## src/rtl/irqc_pkg.sv

```systemverilog
package irqc_pkg;
  localparam int NSRC     = 10;
  localparam int IW       = $clog2(NSRC);
  localparam int AW       = 16;
  localparam int VEC_BASE = 3;
  localparam int VEC_STEP = 8;

  typedef logic [NSRC-1:0] src_vec_t;

  // handler address of source idx
  function automatic logic [AW-1:0] vec_of(input logic [IW-1:0] idx);
    return AW'(VEC_BASE + VEC_STEP * int'(idx));
  endfunction

  // lowest set index of m (polling order)
  function automatic logic [IW-1:0] lowest_idx(input src_vec_t m);
    logic [IW-1:0] r;
    r = '0;
    for (int i = NSRC - 1; i >= 0; i--) begin
      if (m[i]) r = IW'(i);
    end
    return r;
  endfunction
endpackage

```

## src/rtl/irqc_cfg.sv

```systemverilog
module irqc_cfg
  import irqc_pkg::*;
(
  input  logic       clk,
  input  logic       rst_n,
  input  logic       wr_en,
  input  logic [1:0] addr,
  input  logic [7:0] wdata,
  output logic [7:0] rdata,
  output src_vec_t   en_src,
  output src_vec_t   prio_src,
  output logic       glob_en
);
  localparam logic [7:0] MASK_ENA = 8'hDF;
  localparam logic [7:0] MASK_ENB = 8'h3E;
  localparam logic [7:0] MASK_PR  = 8'h1F;

  logic [7:0] en_a, en_b, pr_a, pr_b;

  always_ff @(posedge clk) begin
    if (!rst_n) begin
      en_a <= '0;
      en_b <= '0;
      pr_a <= '0;
      pr_b <= '0;
    end else if (wr_en) begin
      case (addr)
        2'd0: en_a <= wdata & MASK_ENA;
        2'd1: en_b <= wdata & MASK_ENB;
        2'd2: pr_a <= wdata & MASK_PR;
        default: pr_b <= wdata & MASK_PR;
      endcase
    end
  end

  always_comb begin
    case (addr)
      2'd0: rdata = en_a;
      2'd1: rdata = en_b;
      2'd2: rdata = pr_a;
      default: rdata = pr_b;
    endcase
  end

  assign en_src   = {en_b[5:1], en_a[4:0]};
  assign prio_src = {pr_b[4:0], pr_a[4:0]};
  assign glob_en  = en_a[7];
endmodule

```

## src/rtl/irqc_flags.sv

```systemverilog
module irqc_flags
  import irqc_pkg::*;
(
  input  logic     clk,
  input  logic     rst_n,
  input  src_vec_t req_in,
  input  logic     mcyc,
  input  src_vec_t clr,
  output src_vec_t flags,
  output src_vec_t samp
);
  for (genvar i = 0; i < NSRC; i++) begin : g_src
    always_ff @(posedge clk) begin
      if (!rst_n)         flags[i] <= 1'b0;
      else if (req_in[i]) flags[i] <= 1'b1;
      else if (clr[i])    flags[i] <= 1'b0;
    end
    always_ff @(posedge clk) begin
      if (!rst_n)      samp[i] <= 1'b0;
      else if (clr[i]) samp[i] <= 1'b0;
      else if (mcyc)   samp[i] <= flags[i];
    end
  end
endmodule

```

## src/rtl/irqc_arb.sv

```systemverilog
module irqc_arb
  import irqc_pkg::*;
(
  input  src_vec_t       samp,
  input  src_vec_t       en_src,
  input  src_vec_t       prio_src,
  input  logic           glob_en,
  input  logic [1:0]     svc,
  output logic           hit,
  output logic [IW-1:0]  idx,
  output logic           lvl
);
  src_vec_t cand, hi, lo;

  assign cand = samp & en_src & {NSRC{glob_en}};
  assign hi   = cand & prio_src;
  assign lo   = cand & ~prio_src;

  always_comb begin
    hit = 1'b0;
    idx = '0;
    lvl = 1'b0;
    if (hi != '0 && !svc[1]) begin
      hit = 1'b1;
      idx = lowest_idx(hi);
      lvl = 1'b1;
    end else if (lo != '0 && svc == 2'b00) begin
      hit = 1'b1;
      idx = lowest_idx(lo);
    end
  end
endmodule

```

## src/rtl/irq_prio_ctrl.sv

```systemverilog
module irq_prio_ctrl
  import irqc_pkg::*;
(
  input  logic          clk,
  input  logic          rst_n,
  input  logic          wr_en,
  input  logic [1:0]    addr,
  input  logic [7:0]    wdata,
  output logic [7:0]    rdata,
  input  logic [9:0]    req_in,
  input  logic          mcyc,
  input  logic          instr_end,
  input  logic          op_reti,
  output logic          vec_req,
  output logic [15:0]   vec_addr,
  output logic [1:0]    svc_level
);
  src_vec_t      en_src, prio_src, flags, samp, clr;
  logic          glob_en, hit, lvl, cfg_seen, defer, take;
  logic [IW-1:0] idx;

  irqc_cfg u_cfg (
    .clk(clk), .rst_n(rst_n), .wr_en(wr_en), .addr(addr), .wdata(wdata),
    .rdata(rdata), .en_src(en_src), .prio_src(prio_src), .glob_en(glob_en)
  );

  irqc_flags u_flags (
    .clk(clk), .rst_n(rst_n), .req_in(req_in), .mcyc(mcyc),
    .clr(clr), .flags(flags), .samp(samp)
  );

  irqc_arb u_arb (
    .samp(samp), .en_src(en_src), .prio_src(prio_src), .glob_en(glob_en),
    .svc(svc_level), .hit(hit), .idx(idx), .lvl(lvl)
  );

  // remembers a config write inside the running instruction
  always_ff @(posedge clk) begin
    if (!rst_n)         cfg_seen <= 1'b0;
    else if (instr_end) cfg_seen <= 1'b0;
    else if (wr_en)     cfg_seen <= 1'b1;
  end

  assign defer = op_reti | cfg_seen | wr_en;
  assign take  = instr_end & hit & ~defer;
  assign clr   = take ? (src_vec_t'(1) << idx) : '0;

  always_ff @(posedge clk) begin
    if (!rst_n) begin
      svc_level <= 2'b00;
    end else if (instr_end && op_reti) begin
      if (svc_level[1]) svc_level[1] <= 1'b0;
      else              svc_level[0] <= 1'b0;
    end else if (take) begin
      svc_level[lvl] <= 1'b1;
    end
  end

  always_ff @(posedge clk) begin
    if (!rst_n) begin
      vec_req  <= 1'b0;
      vec_addr <= '0;
    end else begin
      vec_req <= take;
      if (take) vec_addr <= vec_of(idx);
    end
  end
endmodule

```

## config.mk

```make
export PLATFORM = sky130hd
export DESIGN_NAME = irq_prio_ctrl
export DESIGN_NICKNAME = d
export VERILOG_FILES = /design/src/rtl/irqc_pkg.sv /design/src/rtl/irqc_cfg.sv /design/src/rtl/irqc_flags.sv /design/src/rtl/irqc_arb.sv /design/src/rtl/irq_prio_ctrl.sv
export SDC_FILE = /design/constraint.sdc
export NUM_CORES = 1
export LEC_CHECK = 0
export ABC_AREA = 1
export BUFFER_PORTS_ARGS = -buffer_cell sky130_fd_sc_hd__buf_2
export CORE_ASPECT_RATIO = 0.7
export CORE_MARGIN = 2
export CORE_UTILIZATION = 42
export DETAILED_ROUTE_END_ITERATION = 10
export PLACE_DENSITY = 0.75
export REMOVE_ABC_BUFFERS = 1
export SYNTH_ARGS = -nofsm -noshare
export SYNTH_HDL_FRONTEND = slang
export SYNTH_SLANG_ARGS = --single-unit
export TNS_END_PERCENT = 20
```

## constraint.sdc

```tcl
create_clock -name clk -period 4.6 [get_ports clk]
set_clock_uncertainty 0.2 [all_clocks]
set_input_delay 0.46 -clock clk [delete_from_list [all_inputs] [get_ports clk]]
set_output_delay 0.46 -clock clk [all_outputs]
set_load 0.05 [all_outputs]
```

==> metrics, run 1 <==
slew margin rel. 49.4%; source of the worst hold timing path instr_end; leading cell types by count after synthesis 54 x nand2_1, 51 x dfxtp_1, 50 x inv_1; register area 1020 sq um; EDFF count, synth 0; Initial DRC Count 191; total via count in the routed design 2,589; slew at the pin closest to its max-slew limit 0.758 ns; cell repeated most along the worst path nand2_1; Max Transition Viols Final 0; total routing resource utilization after global routing 18.8%; Worst Reg2Reg Path Length in Cells 11; RSZ-0062 raised after global routing no; complex-gate fraction of the synthesized area 17.7%; Min-Delay Path Depth 2; number of clock sinks seen by CTS 51; Antenna Nets Post-Route 0; number of global-route vias before repair 2,227; die area 7090 sq um; ant diodes 0; Data arrival, critical path 2.68 ns; CP Buf/Inv Count 0; critical path launch point type register; worst setup slack after layout 1.87 ns; post-detail-place hpwl 5010 um; wire length per cell 13.1 um; pin count of the biggest net entering global routing 30; Final Net Count 442; overflow left after global routing 0; critical register-to-register path endpoint u_flags.flags[1]$_SDFFE_PN0P_; required time at the endpoint of the critical path 4.55 ns; first-pass iteration count of the detailed router 5; share of async-settable or async-resettable flops after synthesis 0%; dominant cell by count in the synthesized netlist nand2_1; global-route met3 utilization 3.66%; adder-cell area share of the yosys netlist 0%; I/O Buffers 42; DRC errors left 0; main combinational cell family by area after synthesis simple AND/OR/NAND/NOR gates; leakage power of the design 1.44 nW; Die Ht 71.1 um; area of the core 6220 sq um; CP max-delay cell dfxtp_1; wire length of the first global-routing pass 10,700 um; max_cap viols 0; main area contributors after synthesis dfxtp_1 38%, nand2_1 7.5%, o21ai_0 7.2%, inv_1 7.0%, a21oi_1 6.7%; GR met2 Demand/Resource 26.2%; hold-fix buffer count after cts 0; kind of cell adding the most delay to the critical path simple AND/OR/NAND/NOR gates; Register-to-Register Setup Slack 1.87 ns; count of cells resized by post-cts repair 0; xor/xnor share of the synthesized area 0%; Synth Cell Area 2700 sq um; number of setup buffers added after CTS 0; Worst VDD drop 0.135 mV; CTS buffer count 5; critical path endpoint category register; Final Hold Viols 0; fraction of synthesized area in multiplexers 0%; site row count 24; Final Routed Wirelength 6510 um; Hold/Removal Path Class in -> reg; Vias per Instance 5.23; WHS Endpoint cfg_seen$_SDFFE_PP0P_; number of antenna violations at the first check in global routing 0; met1 track demand over resource 29.5%; achievable frequency 0.366 GHz; post-synth top area share 37.8%; Max Root-Sink Buffers 2; multi-input gate area in the final layout 1380 sq um; IO Pins 53; simple-gate area share of the yosys netlist 32.0%; cell chosen for the clock root clkbuf_8; pre-CTS setup slack 2.00 ns; synth warn 0; H-Tree Level Count 2; count of mapped cells out of synthesis 379; width of the chip 99.8 um; flops & latches, synth 51; Final setup viols 0; areal power density over the cells 284 nW/um^2; final RePlAce weighted congestion 0.940; GRT busiest layer met1; maximum cell stage delay along the critical path 0.78 ns; Fin Setup TNS 0 ns; fin crit share 59.4%; later-pin clock latency in the skew report 0.30 ns; post-synth cell types 33; number of stages on the worst setup path 11; ordered list of cells on the worst path nand4_1 > nand2_1 > nor2_2 > nand3_2 > nand2_4 > nand2_1 > nand2_1 > nor3_2 > nand3_1 > nand2_1 > a21oi_1; sequential area share after synthesis 37.8%; Worst-path clk slew 0.10 ns; TritonCTS clock tree yes; Final Critical Period 2.73 ns; post-synthesis cell type with the largest combined area dfxtp_1; Avg Synthesized Cell Area 7.12 sq um; class of the most critical setup path reg -> reg; status finished, final reports clean; crit path max fanout 20; dominant synthesized flop cell dfxtp_1; launch point of the worst reg-to-reg path u_cfg.en_a[7]$_SDFFE_PN0P_; layout cell share with drive strength beyond 1 19.7%; Layout fillers 632; area growth from synthesis to final layout 10.9%; Initial Utilization 43.4%
[cell type report]
type                            instances  area share [%]
Timing Repair Buffer                   42            7.02
Multi-Input combinational cell        263            46.0
Clock inverter                          2           0.418
Tap cell                               78            3.26
Clock buffer                            6            2.42
Sequential cell                        51            34.1
Inverter                               53            6.73
[registers in the layout (all words and copies together), names as in the netlist]
name and flops:
cfg_seen 1, svc_level 2, u_cfg.en_a 7, u_cfg.en_b 5
u_cfg.pr_a 5, u_cfg.pr_b 5, u_flags.flags 10, u_flags.samp 10
vec_addr 5, vec_req 1
[worst max path at each step]
stage | from | to | slack, ns
6_report | u_cfg.en_a[7]$_SDFFE_PN0P_ | u_flags.flags[1]$_SDFFE_PN0P_ | 1.87
3_5_place_dp | u_cfg.en_a[7]$_SDFFE_PN0P_ | u_flags.flags[0]$_SDFFE_PN0P_ | 2.00
3_3_place_gp | u_cfg.en_a[7]$_SDFFE_PN0P_ | u_flags.flags[0]$_SDFFE_PN0P_ | 2.05
5_1_grt | u_cfg.en_a[7]$_SDFFE_PN0P_ | u_flags.flags[0]$_SDFFE_PN0P_ | 1.64
2_1_floorplan | addr[1] | rdata[1] | 2.30
4_1_cts | u_cfg.en_a[7]$_SDFFE_PN0P_ | u_flags.flags[0]$_SDFFE_PN0P_ | 1.95
[where the power goes]
group          switching (mW)  internal, mW
registers              0.0184         0.464
clock network           0.149         0.107
logic                  0.0811        0.0317
total                   0.249         0.602
[worst reg2reg max path, stage by stage, from the launching register on]
cell	delay (ns)
dfxtp_1	0.78
nand4_1	0.35
nand2_1	0.20
nor2_2	0.06
nand3_2	0.14
nand2_4	0.11
nand2_1	0.07
nand2_1	0.13
nor3_2	0.25
nand3_1	0.16
nand2_1	0.09
a21oi_1	0.06
[cells in the final DEF, fill, tap and decap left out, types with 4 or more instances in the layout]
master    synthesis  final
a21oi_1          36     36
buf_2             0     42
clkbuf_8          0      5
conb_1            1     10
dfxtp_1          51     51
inv_1            50     50
nand2_1          54     54
nand2_2           5      5
nand3_1          12     12
nand3_2           4      4
nand4_1          21     21
nor2_1           45     45
nor2_2            8      8
nor3_1            4      4
nor3_2            4      4
o211ai_1          4      4
o21ai_0          39     39
o21bai_1          4      4
[metrics by stage]
stage / instances / util, % / power, mW / hold slack (ns) / area (sq um)
after detailed placement: 487 / 46.8 / 0.604 / 0.245 / 2910
after floorplan: 367 / - / 0.565 / 0.229 / 2600
after global routing: 495 / 48.1 / 0.891 / 0.141 / 2990
after global placement: 487 / 46.8 / 0.602 / 0.241 / 2910
final: 495 / 48.1 / 0.851 / 0.149 / 2990
after CTS: 495 / 48.1 / 0.857 / 0.143 / 2990
[kinds of logic after synthesis]
kind of cell	Yosys count
compound gates	87
flops	51
simple gates	166
buf+inv	74
other cells	1
[layer usage]
layer | up-vias | share of wire, % | routed length [um]
li1 | 1299 | - | -
met1 | 1170 | 50 | 3240
met2 | 112 | 42 | 2710
met3 | 8 | 7.9 | 512
met4 | 0 | 0.81 | 53
met5 | - | 0 | 0
Power figures use the tool's default switching activity.
==> run 2: changes to the inputs <==
--- a/config.mk
+++ b/config.mk
@@ -11,7 +11,7 @@
 export CORE_MARGIN = 2
 export CORE_UTILIZATION = 42
 export DETAILED_ROUTE_END_ITERATION = 10
-export PLACE_DENSITY = 0.75
+export PLACE_DENSITY = 0.77
 export REMOVE_ABC_BUFFERS = 1
 export SYNTH_ARGS = -nofsm -noshare
 export SYNTH_HDL_FRONTEND = slang
==> constraint.sdc (replaced) <==
create_clock -name clk -period 2.5 [get_ports clk]
set_clock_uncertainty 0.2 [all_clocks]
set_input_delay 0.25 -clock clk [delete_from_list [all_inputs] [get_ports clk]]
set_output_delay 0.25 -clock clk [all_outputs]
set_load 0.05 [all_outputs]
==> run 2 against run 1 <==
Against the previous run: critical path depth rose by 1; clock-buffer cell count rose by 1; via count rose by 1.6%; worst setup slack got worse by 1.6 ns; power rose by 90%; register-to-register slack got worse by 1.6 ns; non-clock buffer count rose by 17; die area did not move; cell count rose by 3.4%; critical path type unchanged; highest routed layer unchanged.
==> metrics, run 2 (synthesis gave the netlist of run 1 again) <==
achievable frequency 0.440 GHz; site row count 24; layout cell share with drive strength beyond 1 20.0%; Final setup viols 0; CP max-delay cell dfxtp_1; highest-count cells in the layout ignoring fill and taps 54 x nand2_1, 51 x dfxtp_1, 50 x inv_1, 45 x nor2_1, 42 x buf_2; global-route met3 utilization 4.94%; Initial Utilization 43.4%; Worst Reg2Reg Path Length in Cells 12; Switching Share 28.6%; post-detail-place hpwl 5200 um; Worst VDD drop 0.205 mV; Reg power frac 54.7%; fin crit share 90.9%; number of antenna violations at the first check in global routing 0; area of the core 6220 sq um; Die Ht 71.1 um; wire length of the first global-routing pass 11,200 um; Net Sw Power 462 uW; Min-Delay Path Depth 3; ordered list of cells on the worst path buf_4 > nand4_1 > nand2_1 > nor2_2 > nand3_2 > nand2_4 > nand2_1 > nand2_1 > nor3_2 > nand3_1 > nand2_1 > a21oi_1; status finished, final reports clean; critical path launch point type register; die area 7090 sq um; met1 track demand over resource 29.0%; source of the worst hold timing path wdata[3]; crit path max fanout 20; Hold/Removal Path Class in -> reg; class of the most critical setup path reg -> reg; wire length per cell 13.0 um; TritonCTS clock tree yes; slew at the pin closest to its max-slew limit 0.796 ns; launch point of the worst reg-to-reg path u_cfg.en_a[7]$_SDFFE_PN0P_; RSZ-0062 raised after global routing no; DRC errors left 0; Antenna Nets Post-Route 0; Final Hold Viols 0; required time at the endpoint of the critical path 2.46 ns; number of global-route vias before repair 2,414; slew margin rel. 46.8%; Vias per Instance 5.14; Fin Hold WS 0.0134 ns; GRT busiest layer met2; combinational fraction of design power 14.3%; leakage power of the design 1.53 nW; WHS Endpoint u_cfg.en_a[3]$_SDFFE_PN0P_; Final Routed Wirelength 6660 um; Max Root-Sink Buffers 2; power share of the clock group 31.0%; cell internal pwr 1.16 mW; critical register-to-register path endpoint u_flags.flags[1]$_SDFFE_PN0P_; Final Critical Period 2.27 ns; width of the chip 99.8 um; CTS buffer count 5; Register-to-Register Setup Slack 0.23 ns; pin count of the biggest net entering global routing 29; Top Registers u_flags.flags (10), u_flags.samp (10), u_cfg.en_a (7); Initial DRC Count 190; maximum cell stage delay along the critical path 0.32 ns; number of clock sinks seen by CTS 51; areal power density over the cells 512 nW/um^2; Data arrival, critical path 2.23 ns; GR met2 Demand/Resource 29.2%; total via count in the routed design 2,631; area growth from synthesis to final layout 17.2%; later-pin clock latency in the skew report 0.31 ns; Worst-path clk slew 0.10 ns; Layout fillers 606; Fin Setup TNS 0 ns; number of setup buffers added after CTS 0; total routing resource utilization after global routing 19.7%; cell repeated most along the worst path nand2_1; ant diodes 0; most frequent standard cell in the layout excluding fill and tap cells nand2_1; Final Net Count 459; H-Tree Level Count 2; overflow left after global routing 0; first-pass iteration count of the detailed router 5; kind of cell adding the most delay to the critical path simple AND/OR/NAND/NOR gates; cell chosen for the clock root clkbuf_8; number of stages on the worst setup path 12; final RePlAce weighted congestion 0.899; max_cap viols 0; I/O Buffers 42; CP Buf/Inv Count 1; IO Pins 53; critical path endpoint category register; Max Transition Viols Final 0
run 2: cell count changes in the layout (fill, tap and decap cells not counted), sizes merged:
cell	delta
buf	+5
dlygate4sd3	+12
clkinvlp	-1
clkbuf	+1
run 2: final cells by class:
class                   instances  area, sq um  share of cell area (%)
inverters                      53          201                    6.37
clock inverters                 1         8.76                   0.277
repair buffers                 59          368                    11.6
well taps                      78         97.6                    3.09
clock buffers                   7         86.3                    2.73
multi-input cells             263         1380                    43.6
flip-flops and latches         51         1020                    32.3
run 2: what timing repair did:
action	CTS	global route
hold endpoints to repair	12	0
resized for setup	0	0
hold buffers	12	0
run 2: power by group through the flow:
stage | logic, mW | clock network [mW] | registers (mW)
after floorplan | 0.144 | 0 | 0.896
after global placement | 0.211 | 0 | 0.901
after detailed placement | 0.216 | 0 | 0.902
after CTS | 0.231 | 0.513 | 0.884
after global routing | 0.257 | 0.547 | 0.889
final | 0.231 | 0.502 | 0.884
run 2: per-layer routing:
layer / up-vias / share of wire, % / wire [um]
met5: - / 0 / 0
met4: 0 / 0.81 / 54
met3: 6 / 7.3 / 487
met2: 99 / 43 / 2830
met1: 1190 / 49 / 3280
li1: 1336 / - / -
run 2: worst max-delay path by stage:
stage / startpoint / endpoint / slack (ns)
final: u_cfg.en_a[7]$_SDFFE_PN0P_ / u_flags.flags[1]$_SDFFE_PN0P_ / 0.23
after global routing: u_cfg.en_a[7]$_SDFFE_PN0P_ / u_flags.flags[4]$_SDFFE_PN0P_ / 0.001
after global placement: u_cfg.en_a[7]$_SDFFE_PN0P_ / u_flags.flags[4]$_SDFFE_PN0P_ / 0.35
after CTS: u_cfg.en_a[7]$_SDFFE_PN0P_ / u_flags.flags[4]$_SDFFE_PN0P_ / 0.26
after detailed placement: u_cfg.en_a[7]$_SDFFE_PN0P_ / u_flags.flags[4]$_SDFFE_PN0P_ / 0.27
after floorplan: u_cfg.en_a[7]$_SDFFE_PN0P_ / u_flags.flags[0]$_SDFFE_PN0P_ / 0.38
run 2: worst reg2reg max path, delay by kind of cell, from the launching register on:
family / cells / cell delay [ns]
buffers and inverters: 1 / 0.22
AO/OA/AOI/OAI: 1 / 0.06
flip-flops: 1 / 0.32
AND/OR/NAND/NOR: 10 / 1.32
run 2: through the flow:
step	instance area [sq um]	std cells	util (%)	worst slack, ns	power, mW
after floorplan	2600	367	-	0.376	1.04
after global placement	2950	492	47.4	0.347	1.11
after detailed placement	2950	492	47.4	0.270	1.12
after CTS	3160	512	50.8	0.256	1.63
after global routing	3160	512	50.8	0.00111	1.69
final	3160	512	50.8	0.226	1.62
==> run 3: changes to the inputs <==
--- a/config.mk
+++ b/config.mk
@@ -5,7 +5,7 @@
 export SDC_FILE = /design/constraint.sdc
 export NUM_CORES = 1
 export LEC_CHECK = 0
-export ABC_AREA = 1
+export ABC_AREA = 0
 export BUFFER_PORTS_ARGS = -buffer_cell sky130_fd_sc_hd__buf_2
 export CORE_ASPECT_RATIO = 0.7
 export CORE_MARGIN = 2
==> run 3 against run 2 <==
Against the previous run: sequential share of layout area is 1.6 points lower; combinational power is 11% lower; worst hold slack better by 0.0026 ns; core utilization is 3.0 points higher; clock power is 12% higher; first-iteration DRC count is 21% higher; flip-flop and latch count stayed put; power is 1.5% higher; highest routed layer unchanged; via count is 6.1% lower.
==> metrics, run 3 <==
status finished, final reports clean; wire length per cell 15.9 um; Synth Cell Area 2710 sq um; share of async-settable or async-resettable flops after synthesis 0%; main area contributors after synthesis dfxtp_1 38%, mux2i_1 11%, nor2_1 4.4%, buf_4 3.3%, mux4_2 3.3%; Fin Setup TNS 0 ns; H-Tree Level Count 2; Top Registers u_flags.flags (10), u_flags.samp (10), u_cfg.en_a (7); post-synthesis cell type with the largest combined area dfxtp_1; Register-to-Register Setup Slack 0.08 ns; slew at the pin closest to its max-slew limit 0.624 ns; cell chosen for the clock root clkbuf_8; Switching Share 26.0%; WHS Endpoint u_cfg.en_a[0]$_SDFFE_PN0P_; overflow left after global routing 0; Fin Hold WS 0.0160 ns; combinational fraction of design power 12.6%; post-synth top area share 37.7%; Min-Delay Path Depth 3; dominant cell by count in the synthesized netlist dfxtp_1; pre-CTS setup slack -0.0531 ns; TritonCTS clock tree yes; layout cell share with drive strength beyond 1 29.3%; Final Critical Period 2.42 ns; EDFF count, synth 0; Data arrival, critical path 2.46 ns; number of setup buffers added after CTS 0; I/O Buffers 42; areal power density over the cells 491 nW/um^2; Initial Utilization 43.5%; later-pin clock latency in the skew report 0.31 ns; Final Routed Wirelength 7050 um; post-synth cell types 54; highest-count cells in the layout ignoring fill and taps 49 x dfxtp_1, 42 x buf_2, 32 x nor2_1, 29 x mux2i_1, 25 x buf_4; cell internal pwr 1.22 mW; Worst VDD drop 0.240 mV; IO Pins 53; Worst-path clk slew 0.10 ns; pin count of the biggest net entering global routing 40; area growth from synthesis to final layout 23.7%; critical path endpoint category register; crit path max fanout 14; ant diodes 0; Avg Synthesized Cell Area 9.21 sq um; Antenna Nets Post-Route 0; most frequent standard cell in the layout excluding fill and tap cells dfxtp_1; final RePlAce weighted congestion 0.910; power share of the clock group 34.3%; achievable frequency 0.413 GHz; wire length of the first global-routing pass 11,200 um; leading cell types by count after synthesis 51 x dfxtp_1, 32 x nor2_1, 29 x mux2i_1; Hold/Removal Path Class in -> reg; launch point of the worst reg-to-reg path u_cfg.en_a[7]$_SDFFE_PN0P_; RSZ-0062 raised after global routing yes; total routing resource utilization after global routing 19.9%; Final setup viols 0; site row count 24; area of the core 6220 sq um; Net Sw Power 427 uW; number of antenna violations at the first check in global routing 0; dominant synthesized flop cell dfxtp_1; Final Net Count 391; Die Ht 71.2 um; Initial DRC Count 230; DRC errors left 0; Final Hold Viols 0; worst setup slack after layout 0.0760 ns; Reg power frac 53.1%; CTS buffer count 5; number of global-route vias before repair 2,156; Max Root-Sink Buffers 2; max_cap viols 0; critical path launch point type register; Vias per Instance 5.58; class of the most critical setup path reg -> reg; die area 7110 sq um; fin crit share 97.0%; first-pass iteration count of the detailed router 4; synth warn 0; slew margin rel. 58.1%; width of the chip 99.9 um; Worst Reg2Reg Path Length in Cells 7; leakage power of the design 1.50 nW; number of clock sinks seen by CTS 51; sequential area share after synthesis 37.7%; post-detail-place hpwl 5380 um; critical register-to-register path endpoint u_flags.samp[0]$_SDFFE_PP0P_; source of the worst hold timing path wdata[0]; count of mapped cells out of synthesis 294; required time at the endpoint of the critical path 2.53 ns; total via count in the routed design 2,471; Max Transition Viols Final 0; flops & latches, synth 51
run 3: cell count changes after synthesis, sizes merged, moves of 7 or more:
cell / before / now
mux2i: 0 / 29
nand2: 63 / 22
a31oi: 0 / 7
nand3: 16 / 8
a211oi: 0 / 11
o21ai: 40 / 13
nor2: 54 / 33
inv: 52 / 9
a21oi: 37 / 15
nand4: 21 / 13
run 3: worst max-delay path, cell delays in order (launching register included):
cell and delay (ns):
dfxtp_4 0.40, buf_4 0.16, nand4_1 0.15, nand4_1 0.23, nor3_1 0.55, o22a_2 0.35
nor4_4 0.07, a211oi_1 0.23
run 3: what timing repair did:
item,4_1_cts,5_1_grt
hold buffers,10,0
resized for setup,1,9
hold endpoints to repair,10,0
setup endpoints to repair,16,24
pin swaps,0,1
run 3: through the flow:
step	util (%)	power, mW	cell area (sq um)	instances
after global routing	53.8	1.70	3350	443
after detailed placement	50.0	1.09	3110	426
after CTS	53.3	1.65	3310	443
after global placement	50.0	1.08	3110	426
final	53.8	1.64	3350	443
after floorplan	-	1.01	2600	279
run 3: kinds of logic (layout without fill, tap and decap cells):
family | Yosys count | count (layout) | synth area share, %
DFF | 51 | 51 | 37.7
buffers and inverters | 33 | 95 | 6.56
other | 1 | 10 | 0.139
muxes | 33 | 33 | 14.1
and+or+nand+nor | 116 | 116 | 25.6
AOI/OAI and AO/OA | 60 | 60 | 15.9
run 3: area by class of cell:
class                      count  area [sq um]
timing repair buffer          79           520
sequential                    51          1030
inverter                       9          33.8
clock buffer                   6          72.6
clock inverter                 1          30.0
fill                         590          2870
tap                           78          97.6
multi-input combinational    219          1570
run 3: routing by layer:
metal  track usage [%]  vias up  wire length (um)
met4              4.11        0                62
met5                 0        -                 0
met3              3.06        8               370
li1                  -     1212                 -
met2              28.0       74              2950
met1              31.8     1177              3670
run 3: worst max path at each step:
| stage | start | end | depth (start not counted) |
|---|---|---|---|
| after floorplan | u_cfg.en_a[7]$_SDFFE_PN0P_ | u_flags.samp[4]$_SDFFE_PP0P_ | 6 |
| after global placement | u_cfg.en_a[7]$_SDFFE_PN0P_ | u_flags.samp[9]$_SDFFE_PP0P_ | 8 |
| after detailed placement | u_cfg.en_a[7]$_SDFFE_PN0P_ | u_flags.samp[5]$_SDFFE_PP0P_ | 8 |
| after CTS | u_cfg.pr_a[0]$_SDFFE_PN0P_ | u_flags.samp[5]$_SDFFE_PP0P_ | 6 |
| after global routing | u_cfg.en_a[7]$_SDFFE_PN0P_ | u_flags.samp[0]$_SDFFE_PP0P_ | 6 |
| final | u_cfg.en_a[7]$_SDFFE_PN0P_ | u_flags.samp[0]$_SDFFE_PP0P_ | 7 |
run 3: power groups by stage:
stage          registers [mW]  logic (mW)  clock network (mW)
2_1_floorplan           0.883       0.125                   0
3_3_place_gp            0.891       0.189                   0
3_5_place_dp            0.892       0.193                   0
4_1_cts                 0.873       0.206               0.568
5_1_grt                 0.877       0.223               0.598
6_report                0.873       0.206               0.564
